## src/rtl/l2_cascade_pkg.sv

```systemverilog
// Shared constants for the cascaded interrupt aggregator.
// Assumes a 32-bit register word and a byte-addressed two-word window.
package l2_cascade_pkg;
    localparam int WORD_W      = 32;
    localparam int WIN_ADDR_W  = 3;
    localparam logic [WIN_ADDR_W-1:0] OFS_ENABLE = 3'h0;
    localparam logic [WIN_ADDR_W-1:0] OFS_STATUS = 3'h4;
endpackage

```

## src/rtl/l2_enable_regs.sv

```systemverilog
// Register window: enable word (read/write) and status word (read only).
// Assumes the status vector is already masked to mapped lines by the caller.
// Stores only the bits given by MAPPED; read data is combinational.
module l2_enable_regs
    import l2_cascade_pkg::*;
#(
    parameter int                 NUM_LINES = 32,
    parameter logic [NUM_LINES-1:0] MAPPED  = '0
) (
    input  logic                  clk,
    input  logic                  rst_n,
    input  logic                  acc_valid,
    input  logic                  acc_write,
    input  logic [WIN_ADDR_W-1:0] acc_addr,
    input  logic [NUM_LINES-1:0]  acc_wdata,
    input  logic [NUM_LINES-1:0]  status_vec,
    output logic [NUM_LINES-1:0]  acc_rdata,
    output logic [NUM_LINES-1:0]  enable_vec
);
    logic [NUM_LINES-1:0] enable_q;
    logic                 wr_enable;
    logic                 rd_strobe;

    // Decode the write strobe that targets the enable word.
    always_comb begin
        wr_enable = acc_valid && acc_write && (acc_addr == OFS_ENABLE);
        rd_strobe = acc_valid && !acc_write;
    end

    // Hold the enable word, clearing it in reset and storing mapped bits only.
    always_ff @(posedge clk) begin
        if (!rst_n) begin
            enable_q <= '0;
        end else if (wr_enable) begin
            enable_q <= acc_wdata & MAPPED;
        end
    end

    // Select read data for the addressed word; zero on any other access.
    always_comb begin
        acc_rdata = '0;
        if (rd_strobe) begin
            if (acc_addr == OFS_ENABLE) begin
                acc_rdata = enable_q;
            end else if (acc_addr == OFS_STATUS) begin
                acc_rdata = status_vec;
            end
        end
    end

    assign enable_vec = enable_q;
endmodule

```

## src/rtl/l2_group_merge.sv

```systemverilog
// Merges enabled, pending lines onto registered grouped outputs.
// Assumes GROUP_MASKS already excludes forwarded lines; one mask per group.
module l2_group_merge #(
    parameter int NUM_LINES  = 32,
    parameter int NUM_GROUPS = 2,
    parameter logic [NUM_GROUPS*NUM_LINES-1:0] GROUP_MASKS = '0
) (
    input  logic                  clk,
    input  logic                  rst_n,
    input  logic [NUM_LINES-1:0]  line_level,
    input  logic [NUM_LINES-1:0]  line_enable,
    output logic [NUM_GROUPS-1:0] group_out
);
    logic [NUM_LINES-1:0] active;

    // Lines that are both asserted and enabled.
    always_comb begin
        active = line_level & line_enable;
    end

    for (genvar g = 0; g < NUM_GROUPS; g++) begin : g_group
        localparam logic [NUM_LINES-1:0] GMASK = GROUP_MASKS[g*NUM_LINES +: NUM_LINES];
        logic hit;
        logic out_q;

        // Reduce the active lines belonging to this group.
        always_comb begin
            hit = |(active & GMASK);
        end

        // Register the group output, low during reset.
        always_ff @(posedge clk) begin
            if (!rst_n) begin
                out_q <= 1'b0;
            end else begin
                out_q <= hit;
            end
        end

        assign group_out[g] = out_q;
    end
endmodule

```

## src/rtl/l2_fwd_route.sv

```systemverilog
// Routes each muxed line to its dedicated parent output.
// A forwarded line passes straight through with no clock; a line that is not
// forwarded holds its dedicated output low and is served through the groups.
module l2_fwd_route #(
    parameter int                 NUM_FWD  = 3,
    parameter logic [NUM_FWD-1:0] FWD_BITS = '0
) (
    input  logic [NUM_FWD-1:0] mux_lines,
    output logic [NUM_FWD-1:0] direct_out
);
    for (genvar i = 0; i < NUM_FWD; i++) begin : g_mux
        if (FWD_BITS[i]) begin : g_pass
            assign direct_out[i] = mux_lines[i];
        end else begin : g_hold
            assign direct_out[i] = 1'b0;
        end
    end
endmodule

```

## src/rtl/irq_cascade_l2.sv

```systemverilog
// Top of the cascaded second-level interrupt aggregator.
// Inputs are level-sensitive and assumed synchronous to clk where they feed
// the grouped outputs. Forwarded lines and the wake output are combinational.
// Group masks are packed with group 0 in the least significant word.
module irq_cascade_l2
    import l2_cascade_pkg::*;
#(
    parameter int NUM_LINES  = 32,
    parameter int NUM_GROUPS = 2,
    parameter int NUM_FWD    = 3,
    parameter logic [NUM_GROUPS*NUM_LINES-1:0] GROUP_MASKS = {32'h0000_0140, 32'h0000_0EB8},
    parameter logic [NUM_LINES-1:0] FWD_MASK = 32'h0000_0007,
    parameter bit WAKE_EN = 1'b1
) (
    input  logic                  clk,
    input  logic                  rst_n,
    input  logic [NUM_LINES-1:0]  irq_in,
    input  logic                  reg_valid,
    input  logic                  reg_write,
    input  logic [WIN_ADDR_W-1:0] reg_addr,
    input  logic [NUM_LINES-1:0]  reg_wdata,
    output logic [NUM_LINES-1:0]  reg_rdata,
    output logic [NUM_GROUPS-1:0] grp_irq,
    output logic [NUM_FWD-1:0]    fwd_irq,
    output logic                  wake_irq
);
    // Forward bits only count on lines that carry a mux gate.
    localparam logic [NUM_LINES-1:0] MUX_LINES = NUM_LINES'((64'd1 << NUM_FWD) - 64'd1);
    localparam logic [NUM_LINES-1:0] FWD_EFF   = FWD_MASK & MUX_LINES;

    function automatic logic [NUM_GROUPS*NUM_LINES-1:0] strip_fwd(
        input logic [NUM_GROUPS*NUM_LINES-1:0] masks);
        logic [NUM_GROUPS*NUM_LINES-1:0] r;
        for (int g = 0; g < NUM_GROUPS; g++) begin
            r[g*NUM_LINES +: NUM_LINES] = masks[g*NUM_LINES +: NUM_LINES] & ~FWD_EFF;
        end
        return r;
    endfunction

    function automatic logic [NUM_LINES-1:0] union_of(
        input logic [NUM_GROUPS*NUM_LINES-1:0] masks);
        logic [NUM_LINES-1:0] r;
        r = '0;
        for (int g = 0; g < NUM_GROUPS; g++) begin
            r = r | masks[g*NUM_LINES +: NUM_LINES];
        end
        return r;
    endfunction

    localparam logic [NUM_GROUPS*NUM_LINES-1:0] GMASKS_EFF = strip_fwd(GROUP_MASKS);
    localparam logic [NUM_LINES-1:0]            MAPPED     = union_of(GMASKS_EFF);

    logic [NUM_LINES-1:0] status_vec;
    logic [NUM_LINES-1:0] en_vec;

    // Raw level of the lines that belong to some group.
    always_comb begin
        status_vec = irq_in & MAPPED;
    end

    l2_enable_regs #(
        .NUM_LINES (NUM_LINES),
        .MAPPED    (MAPPED)
    ) u_regs (
        .clk        (clk),
        .rst_n      (rst_n),
        .acc_valid  (reg_valid),
        .acc_write  (reg_write),
        .acc_addr   (reg_addr),
        .acc_wdata  (reg_wdata),
        .status_vec (status_vec),
        .acc_rdata  (reg_rdata),
        .enable_vec (en_vec)
    );

    l2_group_merge #(
        .NUM_LINES   (NUM_LINES),
        .NUM_GROUPS  (NUM_GROUPS),
        .GROUP_MASKS (GMASKS_EFF)
    ) u_merge (
        .clk         (clk),
        .rst_n       (rst_n),
        .line_level  (status_vec),
        .line_enable (en_vec),
        .group_out   (grp_irq)
    );

    l2_fwd_route #(
        .NUM_FWD  (NUM_FWD),
        .FWD_BITS (FWD_EFF[NUM_FWD-1:0])
    ) u_fwd (
        .mux_lines  (irq_in[NUM_FWD-1:0]),
        .direct_out (fwd_irq)
    );

    // Wake request: combinational so it works with the clock stopped.
    if (WAKE_EN) begin : g_wake
        assign wake_irq = |(status_vec & en_vec);
    end else begin : g_nowake
        assign wake_irq = 1'b0;
    end
endmodule

```

## config.mk

```make
export PLATFORM = sky130hd
export DESIGN_NAME = irq_cascade_l2
export DESIGN_NICKNAME = d
export VERILOG_FILES = /design/src/rtl/l2_cascade_pkg.sv /design/src/rtl/l2_enable_regs.sv /design/src/rtl/l2_group_merge.sv /design/src/rtl/l2_fwd_route.sv /design/src/rtl/irq_cascade_l2.sv
export SDC_FILE = /design/constraint.sdc
export NUM_CORES = 1
export LEC_CHECK = 0
export BUFFER_PORTS_ARGS = -buffer_cell sky130_fd_sc_hd__buf_4
export CAP_MARGIN = 20
export CORE_MARGIN = 2
export CORE_UTILIZATION = 35
export CTS_BUF_LIST = sky130_fd_sc_hd__clkbuf_16
export CTS_CLUSTER_DIAMETER = 80
export DETAILED_ROUTE_END_ITERATION = 10
export PLACE_DENSITY = 0.8
export SLEW_MARGIN = 20
export SYNTH_ARGS = -nofsm -noshare
export SYNTH_HDL_FRONTEND = slang
export SYNTH_HIERARCHICAL = 1
export SYNTH_SLANG_ARGS = --single-unit
```

## constraint.sdc

```tcl
create_clock -name clk -period 1.43 [get_ports clk]
set_input_delay 0.2145 -clock clk [delete_from_list [all_inputs] [get_ports clk]]
set_output_delay 0.2145 -clock clk [all_outputs]
set_load 0.01 [all_outputs]
```

==> results of run 1 <==
-- path summary, 6_finish.rpt --
kind,startpoint,endpoint
setup reg to reg,u_regs/enable_vec[3]$_SDFFE_PN0P_,u_merge/g_group[0].out_q$_SDFF_PN0_
setup / recovery,u_regs/enable_vec[3]$_SDFFE_PN0P_,wake_irq
hold / removal,reg_wdata[7],u_regs/enable_vec[7]$_SDFFE_PN0P_
hold reg to reg,u_regs/enable_vec[6]$_SDFFE_PN0P_,u_regs/enable_vec[6]$_SDFFE_PN0P_
-- timing repair --
action | 4_1_cts | 5_1_grt
gates cloned | 1 | 0
setup endpoints to repair | 10 | 10
pin swaps | 12 | 3
buffers inserted | 1 | 1
gates resized for setup | 27 | 11
-- stage by stage --
stage / total power, uW / utilization (%) / area [sq um] / worst slack, ns
2_1_floorplan: 399.6 / - / 955.9 / 0.1249
3_3_place_gp: 459.0 / 49.84 / 1201 / -0.05699
3_5_place_dp: 463.4 / 49.84 / 1201 / -0.06359
4_1_cts: 990.4 / 57.48 / 1385 / -0.03099
5_1_grt: 1026 / 59.61 / 1436 / -0.08166
6_report: 992.5 / 59.61 / 1436 / -0.03880
-- registers in the layout (all words and copies together), names as in the netlist --
signal                 flops
u_regs/enable_vec          9
u_merge/g_group.out_q      2
-- power breakdown --
part           switching [uW]  internal, uW
Combinational            81.9          86.6
Sequential               3.64           312
Clock                     141           367
Total                     226           766
-- placed cells by master, fill, tap and decap left out, types with 3 or more instances in the layout --
master      n
clkbuf_16   3
buf_6      12
mux2i_1    18
and2_1     23
a22oi_1     4
conb_1     23
inv_1       3
nand2_1    18
buf_4      28
dfxtp_1     9
nor2_4      9
-- cell type report --
class	count	area share [%]
inverter	2	0.5226
clock buffer	3	5.226
clock inverter	1	0.2613
multi-input combinational	106	49.74
tap	30	2.613
sequential	11	15.51
timing repair buffer	42	26.13
-- layer usage --
layer	track usage [%]	up-vias
li1	-	447
met5	0	-
met1	13.68	394
met2	30.69	46
met4	5.556	0
met3	6.944	5
-- worst reg2reg max path: cells and delay by family, from the launching register on --
family / cells / cell delay [ns]
flops: 1 / 0.33
compound gates: 2 / 0.44
==> flow_summary.ini, run 1 <==
[status]
status = complete, but fails checks
failed_checks = setup timing

[clock_network]
ctsHoldBuffers = 0
cts_tree = yes
root_buffer = clkbuf_16
numCtsBuffers = 3
clkLatencyLatePin_ns = 0.24
cts_buffer_depth = 2
cts.reportedPaths.clkPinSlew_ns = 0.04
clock-sinks = 11
cts_htree_levels = 1

[route]
drt-met1-wl_um = 791
dr.pass1.iters = 4
post_drt_wl_per_cell_um = 11.67
drtIter0Drc = 17
drc = 0
top_layer_used = met4
vias_per_cell = 4.574
met2_length_mm = 1.209
wl_mm = 2.275
vias = 892
antenna_left = 0
met3_length_um = 246

[die]
fp.dieW_um = 53.95
die_h_um = 53.95
start_util_pct = 36.24
ios = 109
die_area_sq_um = 2911
rows = 18
coreArea_sq_um = 2410

[critical_path]
critPathLaunchType = flop
worst-path-buf-inv = 1
path_max_fanout = 4
worstPathCellList = a222oi_1 -> nand3_1 -> buf_4
cp-end-kind = primary output
max_stage_delay_ns = 0.40
r2r_slack_ns = 0.53
cp_slowest_cell = a222oi_1
worstSetupPathType = reg -> out
cp_top_family = compound AO/OA/AOI/OAI gates
ff2ff_path_depth = 2
crit_arrival_ns = 1.25
crit_cells = 3
cp_data_required_time_ns = 1.22

[place]
dp_cells = 188
port_buffers = 36
place.gp.congestion = 0.8519

[timing]
hold_slack_ns = 0.2264
setup_tns_ns = -0.07027
period_minus_slack_ns = 1.469
setup_viol = 5
maxSlewViolCount = 0
skew_ns = 0.003426
setup_ws_ns = -0.03880
finalCritPeriodShare_pct = 102.7
final_hold_viol_count = 0
fmax_mhz = 680.8
rsz0062_at_grt = yes

[global_routing]
grt_pass1_wl_mm = 3.125
grt_overflow_total = 0
grt_pass1_vias = 720
antenna_found_initial = 0
grt_max_degree = 24
grtUsageTotal_pct = 15.64

[pwr]
leakage_uw = 0.0006673
powerDensity_nw_per_um2 = 691.0
ir_drop_mv = 0.8353

[synth]
avgSynthCellArea_sq_um = 8.012
syn-cell-area_sq_um = 873.3
synthCells = 109
ys_warn_count = 6

[finish]
layoutNonFillerInstCount = 195
drive_gt1_share_pct = 35.76
area_growth_pct = 64.47
seqCellArea_sq_um = 222.7
multi_input_area_sq_um = 714.4
n_antenna_cell = 0
final_nets = 237
nFillCells = 223

[worst_hold_path]
hold_path_depth = 3
hold_path_class = in -> reg

[run]
cap_violations = 0
(Power assumes the default switching activity.)
==> run 2: changes to the inputs <==
Settings changed: CORE_MARGIN 2 to 5, REMOVE_ABC_BUFFERS set to 1.
==> flow_summary.ini, run 2 (synthesis results as in run 1) <==
[finish]
largest_reg_flops = 9
n_antenna_cell = 0
seqCellArea_sq_um = 222.7
layout_common_cells = 30 x buf_4, 23 x and2_1, 23 x conb_1
drive_gt1_share_pct = 36.53
final_nets = 239
nFillCells = 229
fin_area_sq_um = 1456
layoutNonFillerInstCount = 197
final_common_cell = buf_4
area_growth_pct = 66.76
multi_input_area_sq_um = 714.4

[place]
place.gp.congestion = 0.8078
port_buffers = 36
dp_cells = 189
dpl.hpwl_mm = 1.911
placed_cell_area_sq_um = 1209

[route]
drtIter0Drc = 29
top_layer_used = met4
wl_mm = 2.562
vias = 923
post_drt_wl_per_cell_um = 13.01
drc = 0
dr.pass1.iters = 4
antenna_left = 0
vias_per_cell = 4.685
met3_length_um = 323
drt-met1-wl_um = 967
met2_length_mm = 1.233

[timing]
setup_viol = 8
finalCritPeriodShare_pct = 105.8
setup_ws_ns = -0.08307
fmax_mhz = 660.9
maxSlewViolCount = 0
period_minus_slack_ns = 1.513
rsz0062_at_grt = yes
skew_ns = 0.002442
final_hold_viol_count = 0

[pwr]
power_uw = 992.9
power_frac_seq_pct = 31.8
p_sw_uw = 223.2
clockPowerShare_pct = 50.5
powerDensity_nw_per_um2 = 681.7
internal_power_uw = 769.7
leakage_uw = 0.0006805
ir_drop_mv = 0.6185
switching_share_pct = 22.48
p_comb_share_pct = 17.6

[critical_path]
cp_slowest_cell = a222oi_1
worstSetupPathType = reg -> out
path_max_fanout = 3
max_stage_delay_ns = 0.42
cp-end-kind = primary output
critPathLaunchType = flop
worstPathCellList = a222oi_1 -> nand3_1 -> buf_6
crit_arrival_ns = 1.30
cp_data_required_time_ns = 1.22
worst-path-buf-inv = 1
cp_top_family = compound AO/OA/AOI/OAI gates

[global_routing]
grt_pass1_vias = 904
grt_max_degree = 24
grtUsageTotal_pct = 14.55
grt_overflow_total = 0
grt_pass1_wl_mm = 3.905
antenna_found_initial = 0

[clock_network]
root_buffer = clkbuf_16
clkLatencyLatePin_ns = 0.24
cts_htree_levels = 1
clock-sinks = 11
cts.reportedPaths.clkPinSlew_ns = 0.04
cts_buffer_depth = 2
ctsHoldBuffers = 0
numCtsBuffers = 3
cts_tree = yes

[die]
die_area_sq_um = 3594
die_h_um = 59.95
rows = 18
ios = 109
start_util_pct = 35.91
coreArea_sq_um = 2432
fp.dieW_um = 59.95

[run]
cap_violations = 0

[status]
failed_checks = setup timing
status = complete, but fails checks

[worst_hold_path]
hold_path_class = in -> reg
[run 2: power by group through the flow]
stage	Clock [uW]	Combinational (uW)	Sequential, uW
6_report	502	175	316
5_1_grt	523	190	316
4_1_cts	506	157	316
3_5_place_dp	0	145	321
3_3_place_gp	0	141	321
2_1_floorplan	0	53.8	321
[run 2: worst paths after layout]
| check | to | slack (ns) | from | cells past startpoint |
|---|---|---|---|---|
| max | wake_irq | -0.08 | u_regs/enable_vec[3]$_SDFFE_PN0P_ | 3 |
| min | u_regs/enable_vec[7]$_SDFFE_PN0P_ | 0.23 | reg_wdata[7] | 3 |
| min reg2reg | u_regs/enable_vec[3]$_SDFFE_PN0P_ | 0.48 | u_regs/enable_vec[3]$_SDFFE_PN0P_ | 2 |
| max reg2reg | u_merge/g_group[0].out_q$_SDFF_PN0_ | 0.45 | u_regs/enable_vec[3]$_SDFFE_PN0P_ | 3 |
[run 2: timing repair]
action / in CTS / in global routing
cloned: 1 / 0
pin swaps: 6 / 9
resized for setup: 17 / 22
setup endpoints to repair: 10 / 10
setup buffers: 1 / 2
[run 2: area by class of cell]
type | instances | area share [%]
Multi-Input combinational cell | 106 | 49.05
Timing Repair Buffer | 44 | 27.15
Sequential cell | 11 | 15.29
Clock buffer | 3 | 5.155
Tap cell | 30 | 2.577
Inverter | 2 | 0.5155
Clock inverter | 1 | 0.2577
[run 2: per-layer routing]
metal	global-route usage [%]	vias up
li1	-	456
met1	14.92	405
met2	26.23	57
met3	5.616	5
met4	5.696	0
met5	0	-
[run 2: worst min-delay path, delay by kind of cell]
kind,cells,cell delay [ns]
buffers and inverters,1,0.11
AND/OR/NAND/NOR,1,0.05
multiplexers,1,0.06
[run 2: through the flow]
step           hold slack (ns)  setup slack [ns]  TNS [ns]  utilization, %
2_1_floorplan           0.3461           0.02817         0               -
5_1_grt                 0.2384           -0.1554   -0.4064           59.88
3_3_place_gp            0.4291          -0.03870   -0.2774           49.69
4_1_cts                 0.2314          -0.05551   -0.2760           55.81
6_report                0.2296          -0.08307   -0.1521           59.88
3_5_place_dp            0.4291          -0.07204   -0.3732           49.69
==> run 3: changes to the inputs <==
Settings changed: SLEW_MARGIN 20 to not set.
Clock period 1.43 ns to 1.65 ns, I/O delays scaled along.
==> flow_summary.ini, run 3 (synthesis results as in run 1) <==
[clock_network]
clkLatencyLatePin_ns = 0.24
numCtsBuffers = 3
cts_tree = yes
cts_buffer_depth = 2
root_buffer = clkbuf_16
clock-sinks = 11
ctsHoldBuffers = 0
cts.reportedPaths.clkPinSlew_ns = 0.04
cts_htree_levels = 1
post_cts_buffers = 0

[timing]
maxSlewViolCount = 0
fmax_mhz = 646.7
setup_viol = 0
setup_ws_ns = 0.1037
final_hold_viol_count = 0
finalCritPeriodShare_pct = 93.71
skew_ns = 0.001046
period_minus_slack_ns = 1.546
rsz0062_at_grt = no

[critical_path]
r2r_end = u_merge/g_group[0].out_q$_SDFF_PN0_
path_max_fanout = 10
ff2ff_path_depth = 2
critPathLaunchType = primary input
cp_data_required_time_ns = 1.40
endpoint = reg_rdata[4]
cp_slowest_cell = or4b_4
max_stage_delay_ns = 0.61
r2r_slack_ns = 0.76
crit_cells = 4
worst-path-buf-inv = 2
cp_top_family = simple AND/OR/NAND/NOR gates
reg2reg_from = u_regs/enable_vec[3]$_SDFFE_PN0P_
worstPathCellList = buf_4 -> or4b_4 -> nor2_1 -> buf_4
startpoint = reg_write
worstSetupPathType = in -> out
timing.critical_path.mode_cell = buf_4
crit_arrival_ns = 1.30
cp-end-kind = primary output

[finish]
nFillCells = 252
final_common_cell = buf_4
drive_gt1_share_pct = 27.33
n_antenna_cell = 0
fin_util_pct = 52.47
largest_reg_flops = 9
final_nets = 233
layout_common_cells = 38 x buf_4, 23 x and2_1, 23 x conb_1
area_growth_pct = 46.13

[pwr]
ir_drop_mv = 0.7316
leakage_uw = 0.0006281
power_frac_seq_pct = 32.6
p_sw_uw = 186.4
powerDensity_nw_per_um2 = 658.9
switching_share_pct = 22.17
clockPowerShare_pct = 52.5
internal_power_uw = 654.5
p_comb_share_pct = 14.9

[die]
start_util_pct = 35.91
fp.dieW_um = 59.95
ios = 109
coreArea_sq_um = 2432
die_area_sq_um = 3594
die_h_um = 59.95
rows = 18

[route]
antenna_left = 0
dr.pass1.iters = 5
vias = 918
drtIter0Drc = 30
vias_per_cell = 4.806
post_drt_wl_per_cell_um = 12.16
wl_mm = 2.323
drc = 0

[global_routing]
grt_overflow_total = 0
antenna_found_initial = 0
grt_pass1_vias = 865
globalRoute.busiestLayer = met2
use_met3_pct = 4.968
grt_pass1_wl_mm = 3.525
grtUsageTotal_pct = 13.52
met1_usage_pct = 11.64
use_met2_pct = 24.07
grt_max_degree = 24

[place]
port_buffers = 36
pre_cts_ws_ns = -0.02784
place.gp.congestion = 0.7988
dpl.hpwl_mm = 1.876

[run]
cap_violations = 0

[worst_hold_path]
hold_path_class = in -> reg

[status]
status = finished, final reports clean
-- run 3: changes by cell type in the layout (fill, tap and decap cells not counted), sizes merged --
| cell | previous run | this run |
|---|---|---|
| buf | 44 | 38 |
-- run 3: tightest hold or removal path, cell delays in order --
cell	delay, ns
buf_4	0.11
nand2_1	0.04
mux2i_1	0.05
-- run 3: what timing repair did --
item | 4_1_cts | 5_1_grt
setup endpoints to repair | 1 | 0
hold endpoints to repair | 0 | 0
gates resized for setup | 1 | 0
-- run 3: how the worst min path moves through the flow --
stage,from,end,slack (ns),cells after the start
CTS,reg_wdata[9],u_regs/enable_vec[9]$_SDFFE_PN0P_,0.26,3
global route,reg_wdata[10],u_regs/enable_vec[10]$_SDFFE_PN0P_,0.27,3
detailed placement,u_regs/enable_vec[9]$_SDFFE_PN0P_,u_regs/enable_vec[9]$_SDFFE_PN0P_,0.48,2
global placement,u_regs/enable_vec[9]$_SDFFE_PN0P_,u_regs/enable_vec[9]$_SDFFE_PN0P_,0.47,2
finish,reg_wdata[4],u_regs/enable_vec[4]$_SDFFE_PN0P_,0.26,3
floorplan,rst_n,u_merge/g_group[0].out_q$_SDFF_PN0_,0.38,2
-- run 3: power by group through the flow --
| stage | registers (uW) | logic [uW] | clock network (uW) |
|---|---|---|---|
| 2_1_floorplan | 278 | 46.6 | 0 |
| 3_3_place_gp | 278 | 120 | 0 |
| 3_5_place_dp | 278 | 123 | 0 |
| 4_1_cts | 274 | 125 | 451 |
| 5_1_grt | 274 | 139 | 462 |
| 6_report | 274 | 126 | 441 |
-- run 3: metrics by stage --
| step | hold WS [ns] | power, uW | std cells | setup TNS, ns | area [sq um] |
|---|---|---|---|---|---|
| 4_1_cts | 0.2600 | 849.2 | 191 | 0 | 1276 |
| 6_report | 0.2635 | 840.9 | 191 | 0 | 1276 |
| 3_5_place_dp | 0.4766 | 401.4 | 187 | -0.02784 | 1194 |
| 3_3_place_gp | 0.4744 | 398.1 | 187 | 0 | 1194 |
| 5_1_grt | 0.2704 | 874.4 | 191 | 0 | 1276 |
| 2_1_floorplan | 0.3791 | 324.6 | 119 | 0 | 870.8 |
-- run 3: layout make-up --
type | instances | area (sq um) | share of cell area, %
well taps | 30 | 37.54 | 2.941
repair buffers | 38 | 285.3 | 22.35
flip-flops and latches | 11 | 220.2 | 17.25
clock inverters | 1 | 3.754 | 0.2941
clock buffers | 3 | 75.07 | 5.882
inverters | 2 | 7.507 | 0.5882
multi-input cells | 106 | 646.9 | 50.69
-- run 3: layer usage --
layer  wire [um]  part of all wire, %  up-vias
met5           0                    0        -
met4         109                  4.7        0
met3         299                   13       14
met2        1102                   47       70
met1         813                   35      392
li1            -                    -      442
